**src/rtl/mdx_pkg.sv**
```systemverilog
package mdx_pkg;

    typedef enum logic [1:0] {
        CS_IDLE,
        CS_REDUCE,
        CS_SQUARE,
        CS_MULT
    } ctrl_state_e;

    // one step of the serial product: which reductions fired
    typedef struct packed {
        logic sub_after_double;
        logic sub_after_add;
    } step_flags_t;

    function automatic int unsigned clamp_log(input int unsigned v,
                                              input int unsigned lo,
                                              input int unsigned hi);
        if (v < lo) return lo;
        if (v > hi) return hi;
        return v;
    endfunction

endpackage

```
**src/rtl/mdx_modmul.sv**
```systemverilog
module mdx_modmul
    import mdx_pkg::*;
#(
    parameter int LW = 4,
    parameter int W  = 1 << LW
) (
    input  logic          clk,
    input  logic          rst,
    input  logic          go,
    input  logic [LW:0]   len,
    input  logic [W-1:0]  a,
    input  logic [W-1:0]  b,
    input  logic [W-1:0]  m,
    output logic          done,
    output logic [W-1:0]  r
);
    localparam int CW = LW + 1;

    logic [W-1:0]  a_q, m_q, bsh_q, r_q;
    logic [CW-1:0] cnt_q;
    logic          run_q, done_q;
    logic [CW-1:0] align;
    logic [W:0]    dbl, red1, sum, red2;
    step_flags_t   flags;

    assign align = CW'(W) - len;

    always_comb begin
        dbl  = {r_q, 1'b0};
        flags.sub_after_double = (dbl >= {1'b0, m_q});
        red1 = flags.sub_after_double ? (dbl - {1'b0, m_q}) : dbl;
        sum  = red1 + (bsh_q[W-1] ? {1'b0, a_q} : '0);
        flags.sub_after_add = (sum >= {1'b0, m_q});
        red2 = flags.sub_after_add ? (sum - {1'b0, m_q}) : sum;
    end

    always_ff @(posedge clk) begin
        if (rst) begin
            a_q    <= '0;
            m_q    <= '0;
            bsh_q  <= '0;
            r_q    <= '0;
            cnt_q  <= '0;
            run_q  <= 1'b0;
            done_q <= 1'b0;
        end else begin
            done_q <= 1'b0;
            if (go) begin
                a_q   <= a;
                m_q   <= m;
                bsh_q <= b << align;
                r_q   <= '0;
                cnt_q <= len;
                run_q <= 1'b1;
            end else if (run_q) begin
                r_q   <= red2[W-1:0];
                bsh_q <= bsh_q << 1;
                cnt_q <= cnt_q - CW'(1);
                if (cnt_q == CW'(1)) begin
                    run_q  <= 1'b0;
                    done_q <= 1'b1;
                end
            end
        end
    end

    assign done = done_q;
    assign r    = r_q;

endmodule

```
**src/rtl/mdx_serout.sv**
```systemverilog
module mdx_serout #(
    parameter int LW = 4,
    parameter int W  = 1 << LW
) (
    input  logic          clk,
    input  logic          rst,
    input  logic          load,
    input  logic [LW:0]   len,
    input  logic [W-1:0]  value,
    output logic          msg,
    output logic          frame,
    output logic          active
);
    localparam int CW = LW + 1;

    logic [W-1:0]  sh_q;
    logic [CW-1:0] cnt_q;
    logic          msg_q, frame_q;
    logic [CW-1:0] align;

    assign align = CW'(W) - len;

    always_ff @(posedge clk) begin
        if (rst) begin
            sh_q    <= '0;
            cnt_q   <= '0;
            msg_q   <= 1'b0;
            frame_q <= 1'b0;
        end else if (load) begin
            sh_q    <= value << align;
            cnt_q   <= len;
            msg_q   <= 1'b0;
            frame_q <= 1'b0;
        end else if (cnt_q != '0) begin
            msg_q   <= sh_q[W-1];
            sh_q    <= sh_q << 1;
            cnt_q   <= cnt_q - CW'(1);
            frame_q <= 1'b1;
        end else begin
            msg_q   <= 1'b0;
            frame_q <= 1'b0;
        end
    end

    assign msg    = msg_q;
    assign frame  = frame_q;
    assign active = (cnt_q != '0) | frame_q;

endmodule

```
**src/rtl/mdx_ctrl.sv**
```systemverilog
module mdx_ctrl
    import mdx_pkg::*;
#(
    parameter int MIN_LOG = 3,
    parameter int MAX_LOG = 4,
    parameter int NW      = 3,
    parameter int LW      = MAX_LOG,
    parameter int W       = 1 << MAX_LOG
) (
    input  logic          clk,
    input  logic          rst,
    input  logic          start,
    input  logic [NW-1:0] n_in,
    input  logic [W-1:0]  d_in,
    input  logic [W-1:0]  m_in,
    input  logic [W-1:0]  s_in,
    input  logic          out_active,
    input  logic          mul_done,
    input  logic [W-1:0]  mul_r,
    output logic          mul_go,
    output logic [W-1:0]  mul_a,
    output logic [W-1:0]  mul_b,
    output logic [W-1:0]  mul_m,
    output logic [LW:0]   len,
    output logic          ser_load,
    output logic [W-1:0]  ser_val,
    output logic          busy
);
    localparam int CW = LW + 1;

    ctrl_state_e   state_q;
    logic [CW-1:0] len_q;
    logic [W-1:0]  d_q, m_q, one_q, sbar_q, a_q, b_q, val_q;
    logic [LW-1:0] idx_q;
    logic          go_q, load_q;

    logic [CW-1:0] len_c;
    logic [W-1:0]  mask_c, m_masked, one_c;
    logic          busy_c;

    always_comb begin
        len_c    = CW'(1) << clamp_log(int'(n_in), MIN_LOG, MAX_LOG);
        mask_c   = {W{1'b1}} >> (CW'(W) - len_c);
        m_masked = m_in & mask_c;
        one_c    = (m_masked == W'(1)) ? '0 : W'(1);
        busy_c   = (state_q != CS_IDLE) | load_q | out_active;
    end

    always_ff @(posedge clk) begin
        if (rst) begin
            state_q <= CS_IDLE;
            len_q   <= CW'(W);
            d_q     <= '0;
            m_q     <= '0;
            one_q   <= '0;
            sbar_q  <= '0;
            a_q     <= '0;
            b_q     <= '0;
            val_q   <= '0;
            idx_q   <= '0;
            go_q    <= 1'b0;
            load_q  <= 1'b0;
        end else begin
            go_q   <= 1'b0;
            load_q <= 1'b0;
            unique case (state_q)
                CS_IDLE: begin
                    if (start && !busy_c) begin
                        len_q   <= len_c;
                        d_q     <= d_in & mask_c;
                        m_q     <= m_masked;
                        one_q   <= one_c;
                        a_q     <= one_c;
                        b_q     <= s_in & mask_c;
                        idx_q   <= LW'(len_c - CW'(1));
                        go_q    <= 1'b1;
                        state_q <= CS_REDUCE;
                    end
                end
                CS_REDUCE: begin
                    if (mul_done) begin
                        sbar_q  <= mul_r;
                        a_q     <= one_q;
                        b_q     <= one_q;
                        go_q    <= 1'b1;
                        state_q <= CS_SQUARE;
                    end
                end
                CS_SQUARE: begin
                    if (mul_done) begin
                        if (d_q[idx_q]) begin
                            a_q     <= mul_r;
                            b_q     <= sbar_q;
                            go_q    <= 1'b1;
                            state_q <= CS_MULT;
                        end else if (idx_q == '0) begin
                            val_q   <= mul_r;
                            load_q  <= 1'b1;
                            state_q <= CS_IDLE;
                        end else begin
                            idx_q <= idx_q - LW'(1);
                            a_q   <= mul_r;
                            b_q   <= mul_r;
                            go_q  <= 1'b1;
                        end
                    end
                end
                CS_MULT: begin
                    if (mul_done) begin
                        if (idx_q == '0) begin
                            val_q   <= mul_r;
                            load_q  <= 1'b1;
                            state_q <= CS_IDLE;
                        end else begin
                            idx_q   <= idx_q - LW'(1);
                            a_q     <= mul_r;
                            b_q     <= mul_r;
                            go_q    <= 1'b1;
                            state_q <= CS_SQUARE;
                        end
                    end
                end
                default: state_q <= CS_IDLE;
            endcase
        end
    end

    assign mul_go   = go_q;
    assign mul_a    = a_q;
    assign mul_b    = b_q;
    assign mul_m    = m_q;
    assign len      = len_q;
    assign ser_load = load_q;
    assign ser_val  = val_q;
    assign busy     = busy_c;

endmodule

```
**src/rtl/modexp_decryptor.sv**
```systemverilog
module modexp_decryptor #(
    parameter int MIN_LOG = 3,
    parameter int MAX_LOG = 4,
    parameter int NW      = $clog2(MAX_LOG + 1),
    parameter int W       = 1 << MAX_LOG
) (
    input  logic          clk,
    input  logic          rst,
    input  logic          start,
    input  logic [NW-1:0] n_log,
    input  logic [W-1:0]  key_d,
    input  logic [W-1:0]  modulus,
    input  logic [W-1:0]  cipher,
    output logic          busy,
    output logic          msg,
    output logic          frame
);
    localparam int LW = MAX_LOG;

    logic          mul_go, mul_done, ser_load, out_active;
    logic [W-1:0]  mul_a, mul_b, mul_m, mul_r, ser_val;
    logic [LW:0]   len;

    mdx_ctrl #(
        .MIN_LOG(MIN_LOG), .MAX_LOG(MAX_LOG), .NW(NW), .LW(LW), .W(W)
    ) u_ctrl (
        .clk(clk), .rst(rst), .start(start), .n_in(n_log),
        .d_in(key_d), .m_in(modulus), .s_in(cipher),
        .out_active(out_active), .mul_done(mul_done), .mul_r(mul_r),
        .mul_go(mul_go), .mul_a(mul_a), .mul_b(mul_b), .mul_m(mul_m),
        .len(len), .ser_load(ser_load), .ser_val(ser_val), .busy(busy)
    );

    mdx_modmul #(.LW(LW), .W(W)) u_mul (
        .clk(clk), .rst(rst), .go(mul_go), .len(len),
        .a(mul_a), .b(mul_b), .m(mul_m), .done(mul_done), .r(mul_r)
    );

    mdx_serout #(.LW(LW), .W(W)) u_out (
        .clk(clk), .rst(rst), .load(ser_load), .len(len), .value(ser_val),
        .msg(msg), .frame(frame), .active(out_active)
    );

endmodule

```
**config.mk**
```make
export PLATFORM = sky130hd
export DESIGN_NAME = modexp_decryptor
export DESIGN_NICKNAME = d
export VERILOG_FILES = /design/src/rtl/mdx_pkg.sv /design/src/rtl/mdx_modmul.sv /design/src/rtl/mdx_serout.sv /design/src/rtl/mdx_ctrl.sv /design/src/rtl/modexp_decryptor.sv
export SDC_FILE = /design/constraint.sdc
export NUM_CORES = 1
export LEC_CHECK = 0
export BUFFER_PORTS_ARGS = -buffer_cell sky130_fd_sc_hd__buf_2
export CELL_PAD_IN_SITES_DETAIL_PLACEMENT = 2
export CELL_PAD_IN_SITES_GLOBAL_PLACEMENT = 2
export CORE_ASPECT_RATIO = 0.9
export CORE_MARGIN = 2
export CORE_UTILIZATION = 40
export CTS_CLUSTER_SIZE = 10
export DETAILED_ROUTE_END_ITERATION = 8
export PLACE_DENSITY = 0.95
export SLEW_MARGIN = 20
export SYNTH_ARGS = -nofsm -noshare
export SYNTH_HDL_FRONTEND = slang
export SYNTH_SLANG_ARGS = --single-unit
```
**constraint.sdc**
```tcl
create_clock -name clk -period 16.5 [get_ports clk]
set_input_delay 4.125 -clock clk [delete_from_list [all_inputs] [get_ports clk]]
set_output_delay 4.125 -clock clk [all_outputs]
set_load 0.005 [all_outputs]
```
==> results by group, run 1 <==
Run status
  – Status: complete, no violations

Layout
  – Layout cell share with drive strength beyond 1: 9.34%
  – Commonest cells after routing, fill and taps aside: 240 x nand2_1, 203 x dfxtp_1, 196 x nor2_1
  – Final-stage net count: 1740
  – Most common cell after layout, fill and taps aside: nand2_1
  – Area Overhead vs Synth: 10.8%

Timing
  – Crit path time final: ~8.6 ns
  – RSZ-0062 raised after global routing: no
  – Setup TNS: 0 ns
  – Hold Violations, Final: 0
  – Worst Tran Pin Value: 1.12 ns
  – Final period util: between 50 and 60%
  – Max-slew violation count: 0
  – Relative slew margins: about a quarter
  – Setup Skew: 0.0204 ns
  – Final Setup Violations: 0
  – Peak Freq: 117 MHz
  – Final WS setup: a little under 8 ns

Synthesis
  – Post-synthesis compound-gate area fraction: 20.4%
  – Simple-gate share of the synthesized area: 23.7%
  – #FFs+latches synth: around 200
  – Largest family of logic cells by synthesized area: simple AND/OR/NAND/NOR gates
  – Post-synthesis sequential area ratio: 32.9%
  – Cells after synthesis: roughly 1600
  – Multiplexer share of the synthesized area: 7.85%
  – Mean Syn Cell Area: 7.63 sq um
  – Post-synthesis xor/xnor area fraction: 3.52%
  – Main synth FF type: dfxtp_1
  – Post-Synth Adder-Cell Area: under 10%
  – Mapped cell area: 12400 sq um
  – Synth warn: 0
  – Synth cell types: 72
  – Post-synth EDFFs: 0
  – Asr flop ratio synth: 0%

GRT
  – Antenna violations before repair: 5
  – Gr usage total: about two fifths
  – Largest net degree at the start of global routing: 114
  – Global-route wire length before repair: 95.8 mm
  – Vias in the first global route: 15103
  – Total gr overflow: 0

Critical path
  – Critical Path RT: 16.94 ns
  – Crit-path max FO: 22
  – Critical path class: flop to flop
  – Kind of cell adding the most delay to the critical path: compound AO/OA/AOI/OAI gates
  – Worst path bufs/invs: 1
  – Critical Path Start Type: flop
  – CP Capture Type: flop
  – Max stage delay on crit path: between 0.9 and 1 ns
  – CP max-delay cell: o311ai_0
  – Worst EP arrival: 8.99 ns
  – Most used cell along the critical path: ha_1
  – Crit-path cells: ha_1 -> nand2_1 -> o21ai_0 -> nor4_1 -> o21a_1 -> nor2_1 -> buf_4 -> mux2_2 -> ha_1 -> a211oi_1 -> nor4_1 -> nor2_1 -> a211oi_1 -> o311ai_0 -> ha_1 -> nand3_1 -> o21ai_0 -> or4_1 -> a31oi_1 -> o21ai_1 -> or4_1 -> o211a_1

Drt
  – Routed WL: 63.7 mm
  – WL per Instance: 31.1 um
  – Average via count per standard cell: between 6 and 7
  – DRT antenna net count: 0
  – DR DRC count: 0
  – Starting DRT DRC Count: 1315
  – Vias: around 14000
  – DR pass1 iterations: 6

Clock network
  – CTS tree: yes
  – Clock Latency Late Sink: 0.56 ns
  – Post-CTS sizing: 0
  – H-tree Lvls: 1
  – Clock transition at path regs: 0.06 ns
  – Total CTS buffers: 26
  – Clock Sinks: between 200 and 250
  – Clock root buffer: clkbuf_16
  – Postcts setup bufs: 0
  – Hold_buf cts: 0
  – CTS Buffer Depth: 3

Floorplanning
  – Core outline area: 30800 sq um
  – Die height: ~170 um
  – Ports: 57
  – Starting Density: 40.4%
  – Die width: 190 um
  – Rows: 61
  – Die area: between 30000 and 40000 sq um

Placement
  – DPL Wire Length: 38.3 mm
  – Final Wtd Congestion: 0.864
  – Pre-CTS setup slack: around 8.9 ns
  – # port buffers: 54

Job
  – Maximum Capacitance Violations: 0

Hold path
  – Hold Path Class: flop to flop
[sequential cells by signal (all words and copies together) (netlist names), 2 cells and up]
register        flops
u_mul.bsh_q        16
u_ctrl.mul_b       16
u_ctrl.len          5
u_mul.cnt_q         5
u_out.cnt_q         5
u_ctrl.idx_q        4
u_ctrl.mul_a       16
u_ctrl.d_q         16
u_mul.m_q          16
u_mul.a_q          16
u_out.sh_q         16
u_mul.r            16
u_ctrl.state_q      2
u_ctrl.mul_m       16
u_ctrl.ser_val     16
u_ctrl.sbar_q      16
[cell families after synthesis]
group,Yosys count
multiplexers,82
adder cells (fa/ha/maj),63
AO/OA/AOI/OAI,405
XOR/XNOR,49
buffers and inverters,158
other,2
AND/OR/NAND/NOR,665
flip-flops,204
[cell usage after synthesis, types with 9 or more instances]
master / number / share of area, %
nor2b_1: 11 / 0.55
nor3_1: 57 / 2.3
a211oi_1: 29 / 1.8
dfxtp_1: 204 / 33
a31oi_1: 22 / 1.1
buf_1: 13 / 0.39
buf_2: 15 / 0.60
clkbuf_1: 76 / 2.3
nand3_1: 77 / 3.1
and3_1: 9 / 0.45
nand2_1: 240 / 7.3
mux2i_1: 58 / 4.7
nor2_1: 196 / 5.9
o211ai_1: 15 / 0.91
mux2_2: 13 / 1.2
o22a_1: 11 / 0.78
and2_1: 23 / 1.2
a21oi_1: 164 / 6.6
o21ai_0: 68 / 2.7
xor2_1: 14 / 0.99
ha_1: 59 / 5.9
a22oi_1: 21 / 1.3
a21o_1: 14 / 0.85
inv_1: 49 / 1.5
mux4_2: 11 / 2.0
xnor2_1: 34 / 2.4
o21a_1: 12 / 0.73
[metrics by stage]
stage / instance area (sq um) / hold WS, ns / std cells / util, %
floorplan: 12400 / 0.429 / 1632 / -
global placement: 12900 / 0.435 / 2005 / 42.1
detailed placement: 12900 / 0.456 / 2005 / 42.1
CTS: 13700 / 0.473 / 2047 / 44.7
global route: 13800 / 0.494 / 2049 / 44.7
finish: 13800 / 0.473 / 2050 / 44.7
[area by class of cell]
type | count | area (sq um)
Sequential cell | 204 | 4090
Clock buffer | 39 | 761
Clock inverter | 3 | 40.0
Tap cell | 409 | 512
Multi-Input combinational cell | 1270 | 7760
Antenna cell | 3 | 7.51
Fill cell | 3391 | 17000
Inverter | 50 | 188
Timing Repair Buffer | 72 | 412
[tightest hold or removal path, stage by stage (launching register included)]
cell and delay [ns]:
dfxtp_1 0.31, nand2_1 0.05, a21oi_1 0.06
[metal layers]
layer	routed length (um)	up-vias	part of all wire [%]	global-route usage (%)
li1	-	5689	-	-
met1	24200	6888	38	44.5
met2	30300	853	48	66.7
met3	4720	322	7.4	7.53
met4	4440	4	7.0	24.2
met5	23	-	0.036	0
[path summary, 6_finish.rpt]
path,start,end,slack [ns],cells past startpoint
worst max-delay path,u_mul.r[13],u_mul.r[12],7.95,22
worst min-delay path,u_ctrl.sbar_q[15],u_ctrl.sbar_q[15],0.47,2
worst max register to register,u_mul.r[13],u_mul.r[12],7.95,22
worst min register to register,u_ctrl.sbar_q[15],u_ctrl.sbar_q[15],0.47,2
Power of run 1 is not shown: default switching activity piles up to over one toggle a cycle in this logic, so the estimate is an artifact.
==> run 2, diff against run 1 <==
CORE_UTILIZATION = 37   (was 40)
PLACE_DENSITY = 0.9   (was 0.95)
clock period = 8.7 ns   (was 16.5 ns; I/O delays follow)
==> results by group, run 2 (synthesis gave the netlist of run 1 again) <==
Run status
  – Status: complete, no violations

Drt
  – Average via count per standard cell: 6.41
  – DR pass1 iterations: 5
  – WL per Instance: 28.4 um
  – Routed WL: 58.4 mm
  – Vias: 13206
  – Starting DRT DRC Count: 1179
  – DRT antenna net count: 0
  – DR DRC count: 0

Layout
  – Post-route design area: 13800 sq um
  – Final-stage net count: 1744
  – Layout cell share with drive strength beyond 1: about a tenth
  – Core Util, Final: between 40% and 50%
  – Most common cell after layout, fill and taps aside: nand2_1
  – Commonest cells after routing, fill and taps aside: 240 x nand2_1, 203 x dfxtp_1, 196 x nor2_1
  – Diode count: 0
  – Area Overhead vs Synth: 11.1%
  – Finished Layout Cells: 2061

Floorplanning
  – Die area: 35000 sq um
  – Die width: 197 um
  – Ports: between 50 and 60
  – Rows: 63
  – Core outline area: 33000 sq um
  – Die height: 178 um
  – Starting Density: 37.6%

Clock network
  – Clock root buffer: clkbuf_16
  – H-tree Lvls: 1
  – Total CTS buffers: 26
  – Clock Latency Late Sink: 0.57 ns
  – Post-CTS sizing: 0
  – Clock Sinks: between 200 and 250
  – Postcts setup bufs: 0
  – Hold_buf cts: 0
  – Clock transition at path regs: 0.06 ns
  – CTS tree: yes
  – CTS Buffer Depth: 3

GRT
  – Gr usage total: 33.3%
  – Global-route wire length before repair: between 80 and 90 mm
  – Vias in the first global route: 14582
  – Largest net degree at the start of global routing: 101
  – Total gr overflow: 0
  – Antenna violations before repair: 2

Critical path
  – Worst EP arrival: slightly below 9 ns
  – CP max-delay cell: o311ai_0
  – Critical path class: flop to flop
  – Worst Setup EP: u_mul.r[12]
  – CP Capture Type: flop
  – Critical Path RT: between 9 and 10 ns
  – Cells on worst reg2reg path: 22
  – FF-to-FF setup slack: around 0.52 ns
  – CP Depth: 22
  – R2R Path End: u_mul.r[12]
  – Worst Setup SP: u_mul.r[8]
  – Crit-path cells: ha_1 -> a21oi_1 -> o21ai_0 -> nor4_1 -> o21a_1 -> nor2_1 -> buf_4 -> mux2_2 -> ha_1 -> a21oi_1 -> o21ai_0 -> nor3_1 -> a211oi_1 -> o311ai_0 -> ha_1 -> nand3_1 -> o21ai_0 -> or4_1 -> a31oi_1 -> o21ai_1 -> or4_1 -> o211a_1
  – Worst path bufs/invs: 1
  – Critical Path Start Type: flop
  – Kind of cell adding the most delay to the critical path: compound AO/OA/AOI/OAI gates
  – Crit-path max FO: 22
  – Max stage delay on crit path: roughly 0.99 ns
  – Critical R2R Launch: u_mul.r[8]

Timing
  – Setup Skew: 0.0231 ns
  – Crit path time final: between 8 and 9 ns
  – RSZ-0062 raised after global routing: no
  – Peak Freq: 122 MHz
  – Final period util: 94.0%
  – Hold Violations, Final: 0
  – Relative slew margins: a little under a quarter
  – Max-slew violation count: 0
  – Setup TNS: 0 ns
  – Final Setup Violations: 0
  – Worst Tran Pin Value: 1.15 ns

Placement
  – Dpl cells: 2022
  – Post-placement cell area: 13000 sq um
  – Final Wtd Congestion: 0.889
  – # port buffers: 54
  – DPL Wire Length: 36.0 mm

Job
  – Maximum Capacitance Violations: 0

Hold path
  – Hold Path Class: flop to flop
run 2: how the worst min path moves through the flow:
stage                           startpoint          endpoint  depth (start not counted)
after global placement       u_ctrl.d_q[8]     u_ctrl.d_q[8]                          2
after detailed placement   u_ctrl.mul_m[7]   u_ctrl.mul_m[7]                          2
after global routing         u_ctrl.d_q[4]     u_ctrl.d_q[4]                          2
final                     u_ctrl.mul_m[12]  u_ctrl.mul_m[12]                          2
after CTS                 u_ctrl.mul_m[12]  u_ctrl.mul_m[12]                          2
after floorplan              u_ctrl.d_q[6]     u_ctrl.d_q[6]                          2
run 2: cell type report:
cell class                 instances  area (sq um)
sequential                       204          4090
clock inverter                     4          72.6
multi-input combinational       1270          7740
inverter                          50           188
timing repair buffer              76           442
clock buffer                      35           734
tap                              422           528
fill                            3696         19200
run 2: worst min-delay path, stage by stage (launching register included):
cell,delay [ns]
dfxtp_1,0.31
nand2_1,0.06
a21oi_1,0.05
run 2: metrics by stage:
step	hold slack (ns)	worst slack, ns
after floorplan	0.429	2.87
after global placement	0.438	1.63
after detailed placement	0.452	1.29
after CTS	0.463	0.836
after global routing	0.484	0.414
final	0.461	0.524
run 2: per-layer routing:
metal	vias to the layer above	GRT usage, %	share of wire [%]	routed length (um)
met1	6646	38.1	39	22800
met3	227	6.25	6.2	3640
li1	5719	-	-	-
met2	612	57.7	48	28300
met4	2	20.4	6.3	3660
met5	-	0	0.022	13
Power of run 2 is left out for the same reason.
==> run 3, diff against run 2 <==
CORE_ASPECT_RATIO = 0.6   (was 0.9)
==> results by group, run 3 (synthesis gave the netlist of run 1 again) <==
Layout
  – Layout cell share with drive strength beyond 1: 9.36%
  – Final-stage net count: 1742
  – Area Overhead vs Synth: 10.6%
  – Most common cell after layout, fill and taps aside: nand2_1
  – Finished Layout Cells: 2085
  – Commonest cells after routing, fill and taps aside: 240 x nand2_1, 203 x dfxtp_1, 196 x nor2_1

Critical path
  – Worst Setup EP: u_mul.r[12]
  – Critical path class: flop to flop
  – Worst EP arrival: 8.31 ns
  – CP Capture Type: flop
  – FF-to-FF setup slack: about 0.84 ns
  – Worst Setup SP: u_mul.r[5]
  – Critical Path RT: 9.15 ns
  – Critical R2R Launch: u_mul.r[5]
  – Critical Path Start Type: flop
  – Cells on worst reg2reg path: 23
  – R2R Path End: u_mul.r[12]
  – Crit-path max FO: 22

Timing
  – Final Setup Violations: 0
  – Worst Tran Pin Value: 1.20 ns
  – Peak Freq: 127 MHz
  – Max-slew violation count: 0
  – Setup TNS: 0 ns
  – RSZ-0062 raised after global routing: no
  – Crit path time final: approximately 7.9 ns
  – Hold Violations, Final: 0
  – Setup Skew: 0.0123 ns
  – Final period util: 90.4%
  – Final WS setup: 0.838 ns
  – Relative slew margins: slightly below 20%

Drt
  – Routed WL: 52.6 mm
  – DRT antenna net count: 0
  – Vias: between 10000 and 15000
  – DR pass1 iterations: 5
  – Starting DRT DRC Count: 1080
  – WL per Instance: 25.2 um
  – DR DRC count: 0
  – Average via count per standard cell: 6.07

Hold path
  – Hold Path Class: flop to flop
  – Hold Startpoint: u_ctrl.sbar_q[7]

GRT
  – Vias in the first global route: 13508
  – Largest net degree at the start of global routing: between 100 and 150
  – Gr usage total: 29.7%
  – Global-route wire length before repair: 81.2 mm
  – Antenna violations before repair: 3
  – Total gr overflow: 0

Clock network
  – Hold_buf cts: 0
  – Clock Sinks: 204
  – Postcts setup bufs: 0
  – Clock transition at path regs: 0.06 ns
  – H-tree Lvls: 1
  – CTS tree: yes
  – Clock root buffer: clkbuf_16
  – Clock Latency Late Sink: 0.55 ns
  – Total CTS buffers: 25
  – CTS Buffer Depth: 3
  – Post-CTS sizing: 0

Floorplanning
  – Rows: 51
  – Starting Density: 37.9%
  – Core outline area: 32700 sq um
  – Ports: 57
  – Die height: ~150 um
  – Die width: approximately 240 um
  – Die area: 35100 sq um

Placement
  – Pre-CTS setup slack: around 1.2 ns
  – Dpl cells: 2049
  – Final Wtd Congestion: ~0.84
  – # port buffers: 54
  – DPL Wire Length: 36.0 mm

Job
  – Maximum Capacitance Violations: 0

Run status
  – Status: complete, no violations
==> run 3: cell type report <==
class                   count  area (sq um)
diodes                      1          2.50
clock buffers              32           682
clock inverters             3          18.8
fillers                  3744         19000
inverters                  50           188
multi-input cells        1270          7760
flip-flops and latches    204          4090
well taps                 450           563
repair buffers             75           434
==> run 3: critical path, stage by stage, from the launching register on <==
cell,delay (ns)
dfxtp_1,0.65
ha_1,0.40
a21o_1,0.22
or3_1,0.31
nor3_1,0.25
o21a_1,0.28
nor2_1,0.09
buf_4,0.25
mux2_2,0.32
ha_1,0.44
o211ai_1,0.17
nor4_1,0.49
nor2_1,0.16
a211oi_1,0.50
o311ai_0,0.22
buf_4,0.20
ha_1,0.39
nand3_1,0.18
o21ai_0,0.37
or4_1,0.17
a31oi_1,0.14
o21ai_1,0.95
nor2_1,0.29
o211a_1,0.29
==> run 3: worst min path at each step <==
stage,endpoint,depth (start not counted)
3_5_place_dp,u_ctrl.d_q[7],2
5_1_grt,u_ctrl.d_q[14],2
4_1_cts,u_ctrl.sbar_q[15],2
6_report,u_ctrl.sbar_q[7],2
3_3_place_gp,u_ctrl.d_q[3],2
2_1_floorplan,u_ctrl.d_q[6],2
==> run 3: through the flow <==
step	hold WS, ns	cell area [sq um]	utilization, %
3_3_place_gp	0.439	13000	39.7
6_report	0.466	13700	41.9
3_5_place_dp	0.452	13000	39.8
4_1_cts	0.466	13700	41.9
2_1_floorplan	0.429	12400	-
5_1_grt	0.486	13700	41.9
==> run 3: metal layers <==
| layer | global-route usage, % | share of wire [%] |
|---|---|---|
| met1 | 42.4 | 47 |
| met4 | 7.39 | 2.4 |
| met5 | 0 | 0.025 |
| met3 | 6.85 | 7.3 |
| met2 | 44.9 | 43 |
Power of run 3 is left out for the same reason.
